--- src/rtl/dla_pkg.sv ---
package dla_pkg;
   typedef enum logic [1:0] {
      ST_IDLE = 2'd0,
      ST_BREQ = 2'd1,
      ST_XFER = 2'd2,
      ST_GAP  = 2'd3
   } dla_state_e;
endpackage

--- src/rtl/dla_sync.sv ---
module dla_sync #(
   parameter int  STAGES    = 2,
   parameter bit  RESET_VAL = 1'b1
) (
   input  logic clk,
   input  logic rst_n,
   input  logic d_async,
   output logic q
);
   logic [STAGES-1:0] sh;

   if (STAGES < 2) begin : g_bad_stages
      $error("dla_sync: STAGES must be at least 2");
   end

   always_ff @(posedge clk or negedge rst_n) begin
      if (!rst_n) sh <= {STAGES{RESET_VAL}};
      else        sh <= {sh[STAGES-2:0], d_async};
   end

   assign q = sh[STAGES-1];
endmodule

--- src/rtl/dla_tcount.sv ---
module dla_tcount #(
   parameter int CNT_W = 16
) (
   input  logic             clk,
   input  logic             rst_n,
   input  logic             load,
   input  logic [CNT_W-1:0] load_val,
   input  logic             dec,
   output logic             last
);
   logic [CNT_W-1:0] cnt_q;

   if (CNT_W < 2) begin : g_bad_width
      $error("dla_tcount: CNT_W must be at least 2");
   end

   always_ff @(posedge clk or negedge rst_n) begin
      if (!rst_n)    cnt_q <= '0;
      else if (load) cnt_q <= load_val;
      else if (dec)  cnt_q <= cnt_q - 1'b1;
   end

   assign last = (cnt_q == CNT_W'(1));
endmodule

--- src/rtl/dla_seq.sv ---
module dla_seq
   import dla_pkg::*;
#(
   parameter int XFER_CYC = 3
) (
   input  logic clk,
   input  logic rst_n,
   input  logic go,
   input  logic slow_rearm,
   input  logic bus_gnt,
   output logic accept,
   output logic bus_req,
   output logic ack,
   output logic xfer_end
);
   dla_state_e state_q, state_d;
   logic       last_beat;

   if (XFER_CYC == 1) begin : g_one_beat
      assign last_beat = 1'b1;
   end else begin : g_multi_beat
      localparam int BW = $clog2(XFER_CYC);
      logic [BW-1:0] beat_q;
      always_ff @(posedge clk or negedge rst_n) begin
         if (!rst_n)                 beat_q <= '0;
         else if (state_q != ST_XFER) beat_q <= '0;
         else if (!last_beat)        beat_q <= beat_q + 1'b1;
      end
      assign last_beat = (beat_q == BW'(XFER_CYC - 1));
   end

   always_comb begin
      state_d  = state_q;
      xfer_end = 1'b0;
      unique case (state_q)
         ST_IDLE: if (go) state_d = ST_BREQ;
         ST_BREQ: if (bus_gnt) state_d = ST_XFER;
         ST_XFER: if (last_beat) begin
            xfer_end = 1'b1;
            state_d  = slow_rearm ? ST_GAP : ST_IDLE;
         end
         ST_GAP:  state_d = ST_IDLE;
         default: state_d = ST_IDLE;
      endcase
   end

   always_ff @(posedge clk or negedge rst_n) begin
      if (!rst_n) state_q <= ST_IDLE;
      else        state_q <= state_d;
   end

   assign accept  = (state_q == ST_IDLE);
   assign bus_req = (state_q == ST_BREQ) || (state_q == ST_XFER);
   assign ack     = (state_q == ST_XFER);
endmodule

--- src/rtl/dma_lvl_act.sv ---
module dma_lvl_act #(
   parameter int CNT_W       = 16,
   parameter int XFER_CYC    = 3,
   parameter int SYNC_STAGES = 2
) (
   input  logic             clk,
   input  logic             rst_n,
   input  logic             en_wr,
   input  logic             en_wdata,
   input  logic             slow_rearm,
   input  logic             cnt_load,
   input  logic [CNT_W-1:0] cnt_value,
   input  logic             req_n,
   input  logic             bus_gnt,
   output logic             bus_req,
   output logic             ack,
   output logic             done
);
   // the bus cycle must last at least one clock
   if (XFER_CYC < 1) begin : g_bad_xfer
      $error("dma_lvl_act: XFER_CYC must be at least 1");
   end

   logic req_s, req_on;
   logic en_q, en_nxt, pend_q, pend_nxt, done_q;
   logic accept, activate, xfer_end, cnt_last, term;

   dla_sync #(.STAGES(SYNC_STAGES), .RESET_VAL(1'b1)) u_sync (
      .clk(clk), .rst_n(rst_n), .d_async(req_n), .q(req_s)
   );
   assign req_on = ~req_s;

   dla_tcount #(.CNT_W(CNT_W)) u_cnt (
      .clk(clk), .rst_n(rst_n), .load(cnt_load), .load_val(cnt_value),
      .dec(xfer_end), .last(cnt_last)
   );

   dla_seq #(.XFER_CYC(XFER_CYC)) u_seq (
      .clk(clk), .rst_n(rst_n), .go(activate), .slow_rearm(slow_rearm),
      .bus_gnt(bus_gnt), .accept(accept), .bus_req(bus_req), .ack(ack),
      .xfer_end(xfer_end)
   );

   assign term = xfer_end & cnt_last;

   always_comb begin
      if (en_wr && en_wdata)               en_nxt = 1'b1;
      else if ((en_wr && !en_wdata) || term) en_nxt = 1'b0;
      else                                 en_nxt = en_q;
   end

   // activation needs the enable to stay set through this edge
   assign activate = en_q & en_nxt & pend_q & accept;

   always_comb begin
      if (!en_nxt)                       pend_nxt = 1'b0;
      else if (activate)                 pend_nxt = 1'b0;
      else if (en_q && accept && req_on) pend_nxt = 1'b1;
      else                               pend_nxt = pend_q;
   end

   always_ff @(posedge clk or negedge rst_n) begin
      if (!rst_n) begin
         en_q   <= 1'b0;
         pend_q <= 1'b0;
         done_q <= 1'b0;
      end else begin
         en_q   <= en_nxt;
         pend_q <= pend_nxt;
         done_q <= term;
      end
   end

   assign done = done_q;
endmodule

--- config.mk ---
export PLATFORM = sky130hd
export DESIGN_NAME = dma_lvl_act
export DESIGN_NICKNAME = d
export VERILOG_FILES = /design/src/rtl/dla_pkg.sv /design/src/rtl/dla_sync.sv /design/src/rtl/dla_tcount.sv /design/src/rtl/dla_seq.sv /design/src/rtl/dma_lvl_act.sv
export SDC_FILE = /design/constraint.sdc
export NUM_CORES = 1
export LEC_CHECK = 0
export CAP_MARGIN = 25
export CORE_MARGIN = 2
export CORE_UTILIZATION = 45
export CTS_CLUSTER_DIAMETER = 80
export DETAILED_ROUTE_END_ITERATION = 12
export HOLD_SLACK_MARGIN = 0.12
export PLACE_DENSITY = 0.81
export RECOVER_POWER = 50
export SLEW_MARGIN = 10
export SYNTH_ARGS = -nofsm -noshare
export SYNTH_HDL_FRONTEND = slang
export SYNTH_SLANG_ARGS = --single-unit
--- constraint.sdc ---
create_clock -name clk -period 3 [get_ports clk]
set_input_delay 0.3 -clock clk [delete_from_list [all_inputs] [get_ports clk]]
set_output_delay 0.3 -clock clk [all_outputs]
set_load 0.01 [all_outputs]
## Word level (Yosys, flattened, before mapping)

Cells that the tools add are included.

- Register bits after elaboration: 25
- Latch bits: 0
- RAM bits: 0
- ROM bits: 0
- Bits of input ports: 24
- Word-level logic and storage cells: 51
- Memories: 0

- Add/sub/neg operators: 2
- Multipliers: 0
- Div/mod/pow operators: 0
- Magnitude comparators: 0
- Eq/ne operators: 11
- Shift-type cells: 0
- Mux-type cells: 16
- Bitwise operators: 5
- Reductions and logical operators: 10

Operators by type and width:

| kind | number |
|---|---|
| 2-to-1 mux 16 bit | 2 |
| == test 16 x 1 -> 1 bit, second input constant | 1 |
| subtractor 16 x 1 -> 16 bit, second input constant | 1 |
| 2-to-1 mux 2 bit | 6 |
| case mux 2 bit (4 select lines) | 1 |
| 2-to-1 mux 1 bit | 7 |
| == test 2 bit, second input constant | 3 |
| inequality test 2 bit, second input constant | 3 |
| bitwise AND 1 bit | 4 |
| logical AND 1 bit | 4 |
| inequality test 2 x 1 -> 1 bit, second input constant | 2 |
| inequality test 3 x 1 -> 1 bit, second input constant | 1 |
| AND reduction 3 bit | 1 |
| adder 2 x 1 -> 2 bit, second input constant | 1 |
| == test 2 x 1 -> 1 bit, second input constant | 1 |
| zero test 2 bit | 1 |
| logical OR 1 bit | 2 |
| nonzero test 2 bit | 1 |
| zero test 1 bit | 1 |
| NOT 1 bit | 1 |

## Depth between registers and ports, before layout

- Word-level depth: 12
- Gate-level depth with buffers: 8
- Gate-level depth less buffers: 7

## Modules after synthesis

Synthesis repeated with hierarchy kept, for this count alone.

- Cell total of the unflattened synthesis: 141
- Area, all modules: 1381.3 µm²

Modules (own cells, without submodules):

| module | instances | cells an instance | area an instance (µm²) | sequential area each (µm²) |
|---|---|---|---|---|
| dla_tcount | 1 | 101 | 920.9 | 400.4 |
| dla_seq | 1 | 26 | 265.3 | 100.1 |
| dma_lvl_act | 1 | 12 | 142.6 | 75.1 |
| dla_sync | 1 | 2 | 52.6 | 52.6 |

## Least setup slack after synthesis

Ideal clock, no wire load.

- Path type: flip-flop to flip-flop
- From: register u_cnt.cnt_q[5]
- To: register u_cnt.cnt_q[15]
- Arrival: 1650 ps
- Setup slack: 1221 ps
- Stages on the path, launching flop included: 7
- Buffers on the path: 1
- Clock period less this slack: 1779 ps
- Cell sequence: dfrtp_1 or4_1 buf_2 nor4_4 nand3_1 xor2_1 o21ai_1

- Longest elaborated chain between the ends: 3

Ends and longest elaborated chain:

| what | line | text |
|---|---|---|
| from (decl) | dla_tcount.sv:11 | `logic [CNT_W-1:0] cnt_q;` |
| from (signal assigned) | dla_tcount.sv:19 | `else if (load) cnt_q <= load_val;` |
| from (signal assigned) | dla_tcount.sv:20 | `else if (dec) cnt_q <= cnt_q - 1'b1;` |
| subtractor 16 x 1 -> 16 bit | dla_tcount.sv:20 |  |
| 2-to-1 mux 16 bit | dla_tcount.sv:20 |  |
| 2-to-1 mux 16 bit | dla_tcount.sv:19 |  |

No other way between the ends. The select of a mux whose other input is x is not followed.
A chain may end at the register's enable or synchronous reset.

## Worst setup path in the final report

- From: register u_seq.state_q[0]
- To: output ack

- Longest elaborated chain between the ends: 1

Ends and longest elaborated chain:

| what | line | text |
|---|---|---|
| from (decl) | dla_seq.sv:16 | `dla_state_e state_q, state_d;` |
| from (signal assigned) | dla_seq.sv:49 | `else state_q <= state_d;` |
| == test 2 bit | dla_seq.sv:54 | `assign ack = (state_q == ST_XFER);` |
| to (decl) | dma_lvl_act.sv:16 | `output logic ack,` |

No other way between the ends.

==> metrics.txt <==
Final Cycle Share=69.6%; Synth Register Bits=25; WP data arrival=1790 ps; cells on worst reg2reg path=7; cts hold-fix bufs=0; outcome=finished clean; all-layer global routing usage=16.8%; GRT Residual Overflow=0; largest net degree at the start of global routing=33; reg-to-reg setup timing slack=1010 ps; final WL=2.62 mm; Final setup viols=0; max-cap viol count=0; post-route setup TNS=0 ps; FILL cells=251; RSZ-0062 raised after global routing=no; clock power share=16.5%; cell count after synthesis=145; Worst Setup Start Kind=register; Post-synth EDFFs=0; post-synth top area share=43.0%; reg2reg end=u_cnt.cnt_q[15]; nets=204; Initial DRT Pass Iterations=4; Avg Cell Area, Syn=9.24 sq um; Req. time, crit path=2700 ps; Starting Density=48.2%; CTS tree=yes; PostCTS Resize Cnt=0; routability cong.=0.836; main area contributors after synthesis=dfrtp_1 43%, nand2_1 6.7%, ha_1 6.5%; Net Switching=309 uW; 1st-iter DRT viols=48; CTS buffer count=3; measured slew at the worst slew-check pin=867 ps; fin crit period=2090 ps; vias=1103; Top Ports=27; area leader, netlist=dfrtp_1; async set or reset register ratio after synthesis=100%; fraction of layout cells with a size suffix above 1=4.65%; Core Footprint=2780 sq um; vias in the first global route=1103; cell-internal power=591 uW; DRC violations left=0; overall power=899 uW; Cell Count, Final, Fillers Out=203; H-tree depth=1; Area Overhead vs Synth=23.4%; post-layout util=59.5%; # rows=19; Slew headroom=42.0%; Clock Skews=1.21 ps; setup bufs post-CTS=0; Pwr per Cell Area=544 nW/um^2; WS Path Type=reg -> out; diodes inserted=0; Highest Clock Rate=479 MHz; Final Hold Vio Count=0; post-DP HPWL=1.99 mm; Clock Sinks=25; Sw Share=34.3%; total die area=3430 sq um; antenna-violating nets left=0; Yosys cell types=28; worst setup margin=913 ps; # placed instances=198; VDD IR max=448 uV; Reg clk slew, reported paths=130 ps; Pins Over Slew Limit=0; first-pass GRT wire length=4.51 mm; Skew-Pair Late Insertion Delay=320 ps; syn_nets=176; synthesized cell area=1340 sq um; Post-synth top flop=dfrtp_1; Worst Path Max Fanout=8; register area share after synthesis=46.9%; list of most frequent post-synthesis cells=24 x nand2_1, 23 x dfrtp_1, 14 x o21ai_0, 10 x xnor2_1, 9 x nor2_1; count leader, synth=nand2_1; antenna violations before repair=0; Hold Crit Class=in -> async; RR Startpoint=u_seq.state_q[0]; Clock Tree Buf Depth=2; WL per Instance=12.9 um; die width=58.6 um; Gate power share=35.5%; pre-CTS setup slack=987 ps; CP endpoint kind=output pin; Root Driver=clkbuf_4; IO Port Bufs=26; Ys Warns=0; proportion of power drawn by flip-flops and latches=48.0%; vias per cell=5.43; P_leak=0.000683 uW; die span in y=58.6 um
[metal layers]
| metal | GRT usage [%] | wire length (um) | up-vias |
|---|---|---|---|
| met5 | 0 | 0 | - |
| met4 | 4.87 | 22 | 0 |
| met3 | 1.98 | 131 | 3 |
| met2 | 31.0 | 1360 | 30 |
| met1 | 20.4 | 1110 | 523 |
| li1 | - | - | 547 |
[final cells by class]
type | count | area, sq um | share of cell area, %
clock buffers | 3 | 22.5 | 1.36
clock inverters | 1 | 5.00 | 0.303
inverters | 8 | 30.0 | 1.82
multi-input cells | 107 | 662 | 40.0
flip-flops and latches | 25 | 628 | 38.0
well taps | 31 | 38.8 | 2.34
repair buffers | 28 | 268 | 16.2
[power by group through the flow]
stage	Clock [uW]	Combinational [uW]	Sequential (uW)
final	148	319	432
after global routing	168	363	439
after CTS	155	323	432
after detailed placement	0	319	438
after global placement	0	301	432
after floorplan	0	204	426
[worst max-delay path, stage by stage, from the launching register on]
cell and delay [ps]:
dfrtp_1 440, inv_1 120, ha_1 320, clkdlybuf4s50_1 590
[how the worst max path moves through the flow]
stage | endpoint | startpoint | cells past startpoint
after floorplan | u_cnt.cnt_q[15] | u_cnt.cnt_q[5] | 6
after global placement | u_cnt.cnt_q[15] | u_seq.state_q[0] | 7
after detailed placement | u_cnt.cnt_q[15] | u_seq.state_q[0] | 7
after CTS | ack | u_seq.state_q[0] | 3
after global routing | ack | u_seq.state_q[0] | 3
final | ack | u_seq.state_q[0] | 3
[state kept, by name, summed over array words and instances (netlist names)]
signal,cells
en_q,1
u_seq.state_q,2
u_sync.sh,2
done,1
u_seq.g_multi_beat.beat_q,2
pend_q,1
u_cnt.cnt_q,16
[placed cells by master (no fill, tap or decap), types with 3 or more instances in the layout]
master           count
nand2_1             24
nor4_1               4
nor3_1               5
o21ai_1              3
dfrtp_1             23
o21ai_0             14
a21oi_1              6
clkbuf_4             3
inv_1                8
xor2_1               6
nor2_1               9
clkdlybuf4s50_1     24
xnor2_1             10
nand3_1              4
ha_1                 7
[stage by stage]
stage	hold slack (ps)	cell area [sq um]
after floorplan	4.41	1340
after global placement	348	1630
after detailed placement	348	1630
after CTS	363	1650
after global routing	375	1650
final	365	1650
[cell families after synthesis]
group | share of synthesized area (%)
adder cells (fa/ha/maj) | 6.54
XOR/XNOR | 10.5
AND/OR/NAND/NOR | 21.3
buffers and inverters | 3.73
flip-flops | 46.9
AO/OA/AOI/OAI | 11.1
(Power assumes the default switching activity.)
